## src/rtl/dic_pkg.sv

```systemverilog
package dic_pkg;
  localparam int DW          = 32;
  localparam int RX_BASE     = 16;
  localparam int TX_BASE     = 0;
  localparam int BIT_RX_COH  = 31;
  localparam int BIT_RX_INT  = 30;
  localparam int BIT_TX_COH  = 29;
  localparam int BIT_TX_INT  = 28;
  localparam int HALF_W      = 16;

  localparam logic [1:0] A_STATUS = 2'd0;
  localparam logic [1:0] A_MASK   = 2'd1;
  localparam logic [1:0] A_DELAY  = 2'd2;

  typedef struct packed {
    logic       en;
    logic [6:0] pend_thr;
    logic [7:0] time_thr;
  } coal_cfg_t;
endpackage

```

## src/rtl/dic_coalescer.sv

```systemverilog
module dic_coalescer
  import dic_pkg::*;
#(
  parameter int N_EV  = 4,
  parameter int CNT_W = 8
) (
  input  logic            clk,
  input  logic            rst_n,
  input  logic [N_EV-1:0] ev,
  input  logic            tick,
  input  coal_cfg_t       cfg,
  output logic            fire
);
  localparam int SUM_W = CNT_W + 1;
  localparam logic [CNT_W-1:0] CNT_MAX = '1;

  logic [CNT_W-1:0] ev_cnt_q, tk_cnt_q;
  logic             active_q;
  logic [SUM_W-1:0] ev_inc, ev_sum, tk_sum;
  logic [CNT_W-1:0] ev_sat, tk_sat;
  logic             hit_ev, hit_tk;

  always_comb begin
    ev_inc = '0;
    for (int i = 0; i < N_EV; i++) ev_inc = ev_inc + SUM_W'(ev[i]);
    ev_sum = {1'b0, ev_cnt_q} + ev_inc;
    tk_sum = {1'b0, tk_cnt_q} + SUM_W'(tick && active_q);
    ev_sat = (ev_sum > SUM_W'(CNT_MAX)) ? CNT_MAX : ev_sum[CNT_W-1:0];
    tk_sat = (tk_sum > SUM_W'(CNT_MAX)) ? CNT_MAX : tk_sum[CNT_W-1:0];
    hit_ev = (cfg.pend_thr != '0) && (ev_sum >= SUM_W'(cfg.pend_thr));
    hit_tk = (cfg.time_thr != '0) && (tk_sum >= SUM_W'(cfg.time_thr));
    fire   = cfg.en && (hit_ev || hit_tk);
  end

  always_ff @(posedge clk or negedge rst_n) begin
    if (!rst_n) begin
      ev_cnt_q <= '0;
      tk_cnt_q <= '0;
      active_q <= 1'b0;
    end else if (!cfg.en || fire) begin
      ev_cnt_q <= '0;
      tk_cnt_q <= '0;
      active_q <= 1'b0;
    end else begin
      ev_cnt_q <= ev_sat;
      tk_cnt_q <= tk_sat;
      active_q <= active_q || (ev_inc != '0);
    end
  end
endmodule

```

## src/rtl/dic_status_reg.sv

```systemverilog
module dic_status_reg
  import dic_pkg::*;
#(
  parameter logic [DW-1:0] IMPL = '1
) (
  input  logic          clk,
  input  logic          rst_n,
  input  logic [DW-1:0] set_vec,
  input  logic [DW-1:0] clr_vec,
  output logic [DW-1:0] status
);
  always_ff @(posedge clk or negedge rst_n) begin
    if (!rst_n) status <= '0;
    else        status <= ((status & ~clr_vec) | set_vec) & IMPL;
  end
endmodule

```

## src/rtl/dma_irq_coalesce.sv

```systemverilog
module dma_irq_coalesce
  import dic_pkg::*;
#(
  parameter int RX_Q  = 2,
  parameter int TX_Q  = 4,
  parameter int CNT_W = 8
) (
  input  logic            clk,
  input  logic            rst_n,
  input  logic            reg_wr,
  input  logic [1:0]      reg_addr,
  input  logic [DW-1:0]   reg_wdata,
  output logic [DW-1:0]   reg_rdata,
  input  logic [RX_Q-1:0] rx_done,
  input  logic [TX_Q-1:0] tx_done,
  input  logic            tick,
  output logic            irq
);
  localparam int MAXQ = (RX_Q > TX_Q) ? RX_Q : TX_Q;
  localparam logic [DW-1:0] IMPL_BITS = 32'hF000_0000
      | (((32'h1 << RX_Q) - 32'h1) << RX_BASE)
      | (((32'h1 << TX_Q) - 32'h1) << TX_BASE);

  logic [DW-1:0]   status_q, mask_q, delay_q;
  logic [DW-1:0]   set_vec, clr_vec;
  logic [MAXQ-1:0] dir_ev [2];
  logic [1:0]      dir_fire;

  assign dir_ev[0] = MAXQ'(rx_done);
  assign dir_ev[1] = MAXQ'(tx_done);

  // direction 0 = receive (low half of delay word), 1 = transmit (high half)
  for (genvar d = 0; d < 2; d++) begin : g_dir
    dic_coalescer #(.N_EV(MAXQ), .CNT_W(CNT_W)) u_coal (
      .clk   (clk),
      .rst_n (rst_n),
      .ev    (dir_ev[d]),
      .tick  (tick),
      .cfg   (coal_cfg_t'(delay_q[HALF_W*d +: HALF_W])),
      .fire  (dir_fire[d])
    );
  end

  always_comb begin
    set_vec = '0;
    set_vec[RX_BASE +: RX_Q] = rx_done;
    set_vec[TX_BASE +: TX_Q] = tx_done;
    set_vec[BIT_RX_COH] = dir_fire[0];
    set_vec[BIT_RX_INT] = dir_fire[0];
    set_vec[BIT_TX_COH] = dir_fire[1];
    set_vec[BIT_TX_INT] = dir_fire[1];
    clr_vec = (reg_wr && reg_addr == A_STATUS) ? reg_wdata : '0;
  end

  dic_status_reg #(.IMPL(IMPL_BITS)) u_status (
    .clk     (clk),
    .rst_n   (rst_n),
    .set_vec (set_vec),
    .clr_vec (clr_vec),
    .status  (status_q)
  );

  always_ff @(posedge clk or negedge rst_n) begin
    if (!rst_n) begin
      mask_q  <= '0;
      delay_q <= '0;
    end else if (reg_wr) begin
      if (reg_addr == A_MASK)  mask_q  <= reg_wdata;
      if (reg_addr == A_DELAY) delay_q <= reg_wdata;
    end
  end

  always_comb begin
    case (reg_addr)
      A_STATUS: reg_rdata = status_q;
      A_MASK:   reg_rdata = mask_q;
      A_DELAY:  reg_rdata = delay_q;
      default:  reg_rdata = '0;
    endcase
  end

  assign irq = |(status_q & mask_q);
endmodule

```

## config.mk

```make
export PLATFORM = sky130hd
export DESIGN_NAME = dma_irq_coalesce
export DESIGN_NICKNAME = d
export VERILOG_FILES = /design/src/rtl/dic_pkg.sv /design/src/rtl/dic_coalescer.sv /design/src/rtl/dic_status_reg.sv /design/src/rtl/dma_irq_coalesce.sv
export SDC_FILE = /design/constraint.sdc
export NUM_CORES = 1
export LEC_CHECK = 0
export ABC_AREA = 1
export BUFFER_PORTS_ARGS = -buffer_cell sky130_fd_sc_hd__buf_2
export CAP_MARGIN = 30
export CORE_MARGIN = 4
export CORE_UTILIZATION = 56
export CTS_BUF_LIST = sky130_fd_sc_hd__clkbuf_8
export CTS_CLUSTER_SIZE = 14
export DETAILED_ROUTE_END_ITERATION = 12
export HOLD_SLACK_MARGIN = 0.03
export PLACE_DENSITY_LB_ADDON = 0.08
export SLEW_MARGIN = 0
export SYNTH_ARGS = -nofsm -noshare
export SYNTH_HDL_FRONTEND = slang
export SYNTH_SLANG_ARGS = --single-unit
```

## constraint.sdc

```tcl
create_clock -name clk -period 7.5 [get_ports clk]
set_input_delay 0.75 -clock clk [delete_from_list [all_inputs] [get_ports clk]]
set_output_delay 0.75 -clock clk [all_outputs]
set_load 0.005 [all_outputs]
```

==> flow_summary.ini, run 1 <==
[global_route]
overflow = 0
grt_antenna_before_repair = 0
grt_pass1_wl_um = 24400
grtUsageTotal_pct = 23.6
grt_max_degree = 75
grt_pass1_vias = 5285

[power]
swShare_pct = 33.4
peakVddDrop_uv = 123
powerDensity_mw_per_mm2 = 207
power.internal_uw = 935
power_mw = 1.40
power_frac_clock_pct = 23.6
switchingPower_uw = 469
p_seq_share_pct = 51.0
pwr-share-comb_pct = 25.4
leakage_nw = 3.75

[synth]
synthCells = 773
synth_compound_area_share_pct = 11.9
yosysWarnings = 0
ys.flop_type = dfrtp_1
yosysMostFrequentCell = nand2_1
synth_top_cell_by_area = dfrtp_1
synth_top_family_by_area = simple AND/OR/NAND/NOR gates
synthSimpleGateAreaFrac_pct = 21.8
synth-seq-cells = 108
synthMuxAreaShare_pct = 0
ys_types = 31
syn_avg_cell_area_sq_um = 7.84
yosys-top-cells-count = nand2_1 (195), inv_1 (131), dfrtp_1 (108), o21ai_0 (99), nor2_1 (74)
synthArstFlopShare_pct = 100
netlist.area_leader.share_pct = 44.6
synthTopCellsByArea = dfrtp_1 (45%), nand2_1 (12%), ha_1 (8.9%), o21ai_0 (8.2%), inv_1 (8.1%)
synth_edf_count = 0
synth-xor-area-share_pct = 2.31
yosysSeqAreaShare_pct = 44.6
synth_adder_area_share_pct = 9.87
synth_nets = 863
syn-cell-area_sq_mm = 0.00606

[route]
routed-via-count = 5121
wl_per_cell_um = 14.3
vias_per_cell = 5.20
drt-total-wl_um = 14000
ant_nets = 0
drt_iter0_drc = 395
drc = 0
firstDrtPassIters = 5

[layout]
final_core_utilization_pct = 65.0
nNetsFinal = 935
area_delta_synth_final_pct = 11.7
nFillCells = 956
drive_above_1_share_pct = 13.7
multi_input_area_sq_mm = 0.00279
diodes = 0
fin_area_sq_mm = 0.00677
seqCellArea_sq_mm = 0.00270

[floorplan]
die_y_um = 112
io_pins = 77
dieArea_sq_mm = 0.0126
num_rows = 37
start_util_pct = 58.2
coreArea_sq_mm = 0.0104
fp.dieW_um = 112

[place]
pre_cts_ws_ns = 3.47
place.gp.congestion = 0.864
place_area_sq_mm = 0.00660
portBuffers = 76
hpwlAfterDp_um = 10400

[flow_run]
drv_cap = 0

[sta]
relSlewSlack_pct = 37.7
final_max_slew_viol_count = 0
post-route-period-util_pct = 48.2
hold_viol = 0
fmax_ghz = 0.277
finalSetupViolCount = 0
rsz0062_at_grt = no
worst_pin_slew_ns = 0.935
tns_ns = 0
layout_setup_ws_ns = 3.88
fin_crit_ns = 3.62
clock-skew-final_ns = 0.0115

[outcome]
status = completed

[clock_network]
h-tree-depth = 3
cts_buffers = 9
insertion_delay_ns = 0.38
path_clk_slew_ns = 0.10
numClockSinks = 108
cts_setup_buffers = 0
cts_root_buffer = clkbuf_8
holdBufCountCts = 0
ctsResizeCount = 0
cts_buffer_depth = 2
cts_tree = yes

[setup_path]
arrival_ns = 3.93
critical_path.startpoint_type = input pin
critPathCaptureType = flop
crit_type = input pin to flop
worstPathRequired_ns = 7.81
critical_path.max_fanout = 17

[worst_hold_path]
hold_path.class = input pin to asynchronous set/reset pin
[cells by family (layout without fill, tap and decap cells)]
logic type               Yosys count  count (layout)
AO/OA/AOI/OAI                    132             132
XOR/XNOR                          16              16
AND/OR/NAND/NOR                  320             320
adder cells (fa/ha/maj)           46              46
flip-flops                       108             108
buffers and inverters            151             226
[state kept, by name, summed over array words and instances (netlist names)]
signal / count
g_dir.u_coal.active_q: 2
g_dir.u_coal.ev_cnt_q: 16
delay_q: 32
u_status.status: 10
mask_q: 32
g_dir.u_coal.tk_cnt_q: 16
[routing by layer]
metal / part of all wire, % / track usage [%] / vias up
met4: 1.1 / 5.13 / 0
li1: - / - / 2563
met3: 4.7 / 5.55 / 9
met1: 43 / 29.6 / 2453
met2: 51 / 41.8 / 96
met5: 0 / 0 / -
[final cells by class]
| class | count | area share [%] |
|---|---|---|
| Clock buffer | 11 | 2.23 |
| Clock inverter | 3 | 0.351 |
| Inverter | 131 | 7.26 |
| Multi-Input combinational cell | 514 | 41.2 |
| Sequential cell | 108 | 39.9 |
| Tap cell | 136 | 2.51 |
| Timing Repair Buffer | 81 | 6.58 |
[critical path, cell delays in order]
cell     delay (ns)
buf_2          0.11
ha_1           0.27
inv_1          0.05
fa_1           0.47
inv_1          0.06
ha_1           0.21
fa_1           0.41
nand3_1        0.10
nand2_1        0.11
xor2_1         0.21
ha_1           0.28
a21oi_1        0.13
nand2_1        0.07
nand3_1        0.07
nand3_1        0.07
nand2_1        0.12
nand3_4        0.25
nor2_1         0.19
[stage by stage]
stage	hold slack (ns)	cells
floorplan	0.453	773
global placement	0.465	968
detailed placement	0.473	970
CTS	0.314	984
global route	0.339	984
finish	0.307	984
[power groups by stage]
stage	clock [mW]	sequential, mW	combinational (mW)
floorplan	0	0.711	0.247
global placement	0	0.725	0.340
detailed placement	0	0.727	0.358
CTS	0.344	0.716	0.360
global route	0.370	0.727	0.421
finish	0.332	0.716	0.356
[path summary, 6_finish.rpt]
| check | start | endpoint | slack, ns | cells after the start |
|---|---|---|---|---|
| hold / removal | rst_n | delay_q[22]$_DFFE_PN0P_ | 0.31 | 1 |
| setup reg to reg | g_dir[0].u_coal.ev_cnt_q[0]$_DFF_PN0_ | g_dir[0].u_coal.tk_cnt_q[7]$_DFF_PN0_ | 4.52 | 16 |
| setup / recovery | tx_done[0] | g_dir[1].u_coal.ev_cnt_q[2]$_DFF_PN0_ | 3.88 | 18 |
| hold reg to reg | mask_q[18]$_DFFE_PN0P_ | mask_q[18]$_DFFE_PN0P_ | 0.49 | 2 |
| max in group asynchronous | rst_n | g_dir[0].u_coal.tk_cnt_q[7]$_DFF_PN0_ | 5.89 | 2 |
| min in group clk | mask_q[18]$_DFFE_PN0P_ | mask_q[18]$_DFFE_PN0P_ | 0.49 | 2 |
[placed cells by master, fill, tap and decap left out, types with 2 or more instances in the layout]
master	instances
nand2_1	193
inv_1	131
dfrtp_1	108
o21ai_0	99
buf_2	75
nor2_1	73
ha_1	43
nand3_1	19
xor2_1	13
a21oi_1	13
nor2_2	12
clkbuf_8	11
o211ai_1	7
nor4_1	6
nand4_1	5
a22o_1	5
nand2_2	4
buf_4	4
xnor2_1	3
a21o_1	3
fa_1	3
and3_1	2
nor3_1	2
a221oi_1	2
clkinvlp_4	2
buf_12	2
No activity file was read; power rests on OpenSTA's default activity.
==> inputs of run 2 (changes only) <==
==> constraint.sdc (replaced) <==
create_clock -name clk -period 3.61 [get_ports clk]
set_input_delay 0.361 -clock clk [delete_from_list [all_inputs] [get_ports clk]]
set_output_delay 0.361 -clock clk [all_outputs]
set_load 0.005 [all_outputs]
==> flow_summary.ini, run 2 (synthesis gave the netlist of run 1 again) <==
[outcome]
status = completed

[sta]
hold_viol = 0
worst_pin_slew_ns = 0.830
rsz0062_at_grt = no
finalSetupViolCount = 0
tns_ns = 0
fin_crit_ns = 3.21
final_max_slew_viol_count = 0
clock-skew-final_ns = 0.0142
relSlewSlack_pct = 44.5
fmax_ghz = 0.312
post-route-period-util_pct = 88.8

[clock_network]
cts_buffer_depth = 2
path_clk_slew_ns = 0.11
numClockSinks = 108
h-tree-depth = 3
cts_buffers = 9
cts_setup_buffers = 0
cts_root_buffer = clkbuf_8
insertion_delay_ns = 0.39
ctsResizeCount = 0
cts_tree = yes

[floorplan]
die_y_um = 112
num_rows = 37
fp.dieW_um = 112
coreArea_sq_mm = 0.0104
io_pins = 77
start_util_pct = 58.2
dieArea_sq_mm = 0.0126

[power]
leakage_nw = 3.80
powerDensity_mw_per_mm2 = 437
peakVddDrop_uv = 344

[global_route]
grt_max_degree = 75
grt_pass1_vias = 5201
grt_pass1_wl_um = 24400
overflow = 0
grt_antenna_before_repair = 0
grtUsageTotal_pct = 23.9

[layout]
layout_common_cells = nand2_1 (193), inv_1 (131), dfrtp_1 (108)
area_delta_synth_final_pct = 12.8
nFillCells = 926
nNetsFinal = 939
reg_top3 = delay_q: 32 flops, mask_q: 32 flops
final_common_cell = nand2_1
drive_above_1_share_pct = 14.2
fin_area_sq_mm = 0.00684
diodes = 0

[route]
routed-via-count = 5066
vias_per_cell = 5.12
drt-total-wl_um = 14200
firstDrtPassIters = 5
ant_nets = 0
wl_per_cell_um = 14.4
drc = 0
drt_iter0_drc = 311

[place]
place.gp.congestion = 0.904
portBuffers = 76
hpwlAfterDp_um = 10400
place_area_sq_mm = 0.00660

[setup_path]
critical_path.max_fanout = 17
crit_type = input pin to flop
arrival_ns = 3.52
worstPathRequired_ns = 3.92
critical_path.startpoint_type = input pin
critPathCaptureType = flop

[flow_run]
drv_cap = 0

[worst_hold_path]
hold_path.class = input pin to flop
-- run 2: cell count changes in the layout (fill, tap and decap cells not counted), sizes merged, moves of 2 or more --
cell / delta
clkinvlp: -2
inv: +2
buf: +3
clkbuf: -2
clkinv: +3
-- run 2: final timing paths --
kind	start	endpoint	slack, ns	cells past startpoint
max in group asynchronous	rst_n	mask_q[3]$_DFFE_PN0P_	2.44	4
max	tx_done[0]	g_dir[1].u_coal.ev_cnt_q[1]$_DFF_PN0_	0.40	18
min reg2reg	mask_q[9]$_DFFE_PN0P_	mask_q[9]$_DFFE_PN0P_	0.49	2
max reg2reg	g_dir[0].u_coal.ev_cnt_q[0]$_DFF_PN0_	g_dir[0].u_coal.ev_cnt_q[5]$_DFF_PN0_	0.66	16
min in group asynchronous	rst_n	mask_q[19]$_DFFE_PN0P_	0.30	2
min	tx_done[0]	u_status.status[0]$_DFF_PN0_	0.18	3
-- run 2: cell type report --
| type | count | area, sq um | area share [%] |
|---|---|---|---|
| multi-input combinational | 514 | 2790 | 40.8 |
| sequential | 108 | 2700 | 39.5 |
| inverter | 131 | 492 | 7.19 |
| timing repair buffer | 85 | 485 | 7.10 |
| tap | 136 | 170 | 2.49 |
| clock buffer | 9 | 124 | 1.81 |
| clock inverter | 7 | 75.1 | 1.10 |
-- run 2: timing repair --
action,4_1_cts,5_1_grt
hold buffers,0,1
hold endpoints to repair,0,26
setup endpoints to repair,0,0
-- run 2: routing by layer --
layer  global-route usage, %  wire, um
met1                    30.2      6050
met2                    41.1      7250
met3                    4.85       747
met4                    8.01       163
met5                       0         0
-- run 2: through the flow --
step                      utilization [%]  instances  setup WS, ns  hold slack (ns)  total power [mW]
after floorplan                         -        773         0.417           0.0654              1.99
after global placement               63.2        971         0.131            0.465              2.22
after detailed placement             63.4        972       0.00291            0.473              2.25
after CTS                            65.3        988         0.412            0.136              3.02
after global routing                 65.6        990         0.142            0.184              3.22
final                                65.6        990         0.404            0.177              2.99
-- run 2: power breakdown --
part	switching (mW)	leakage (nW)	internal (mW)
clock	0.434	0.104	0.326
sequential	0.119	1.37	1.37
combinational	0.448	2.32	0.293
total	1.00	3.80	1.99
-- run 2: critical path, cell delays in order --
cell     delay [ns]
buf_2          0.11
ha_1           0.27
inv_1          0.05
fa_1           0.47
inv_1          0.05
ha_1           0.20
fa_1           0.40
nand3_1        0.10
nand2_1        0.11
xor2_1         0.22
ha_1           0.29
a21oi_1        0.13
nand2_1        0.07
nand3_1        0.06
nand3_1        0.06
nand2_1        0.13
nand3_4        0.25
nor2_1         0.17
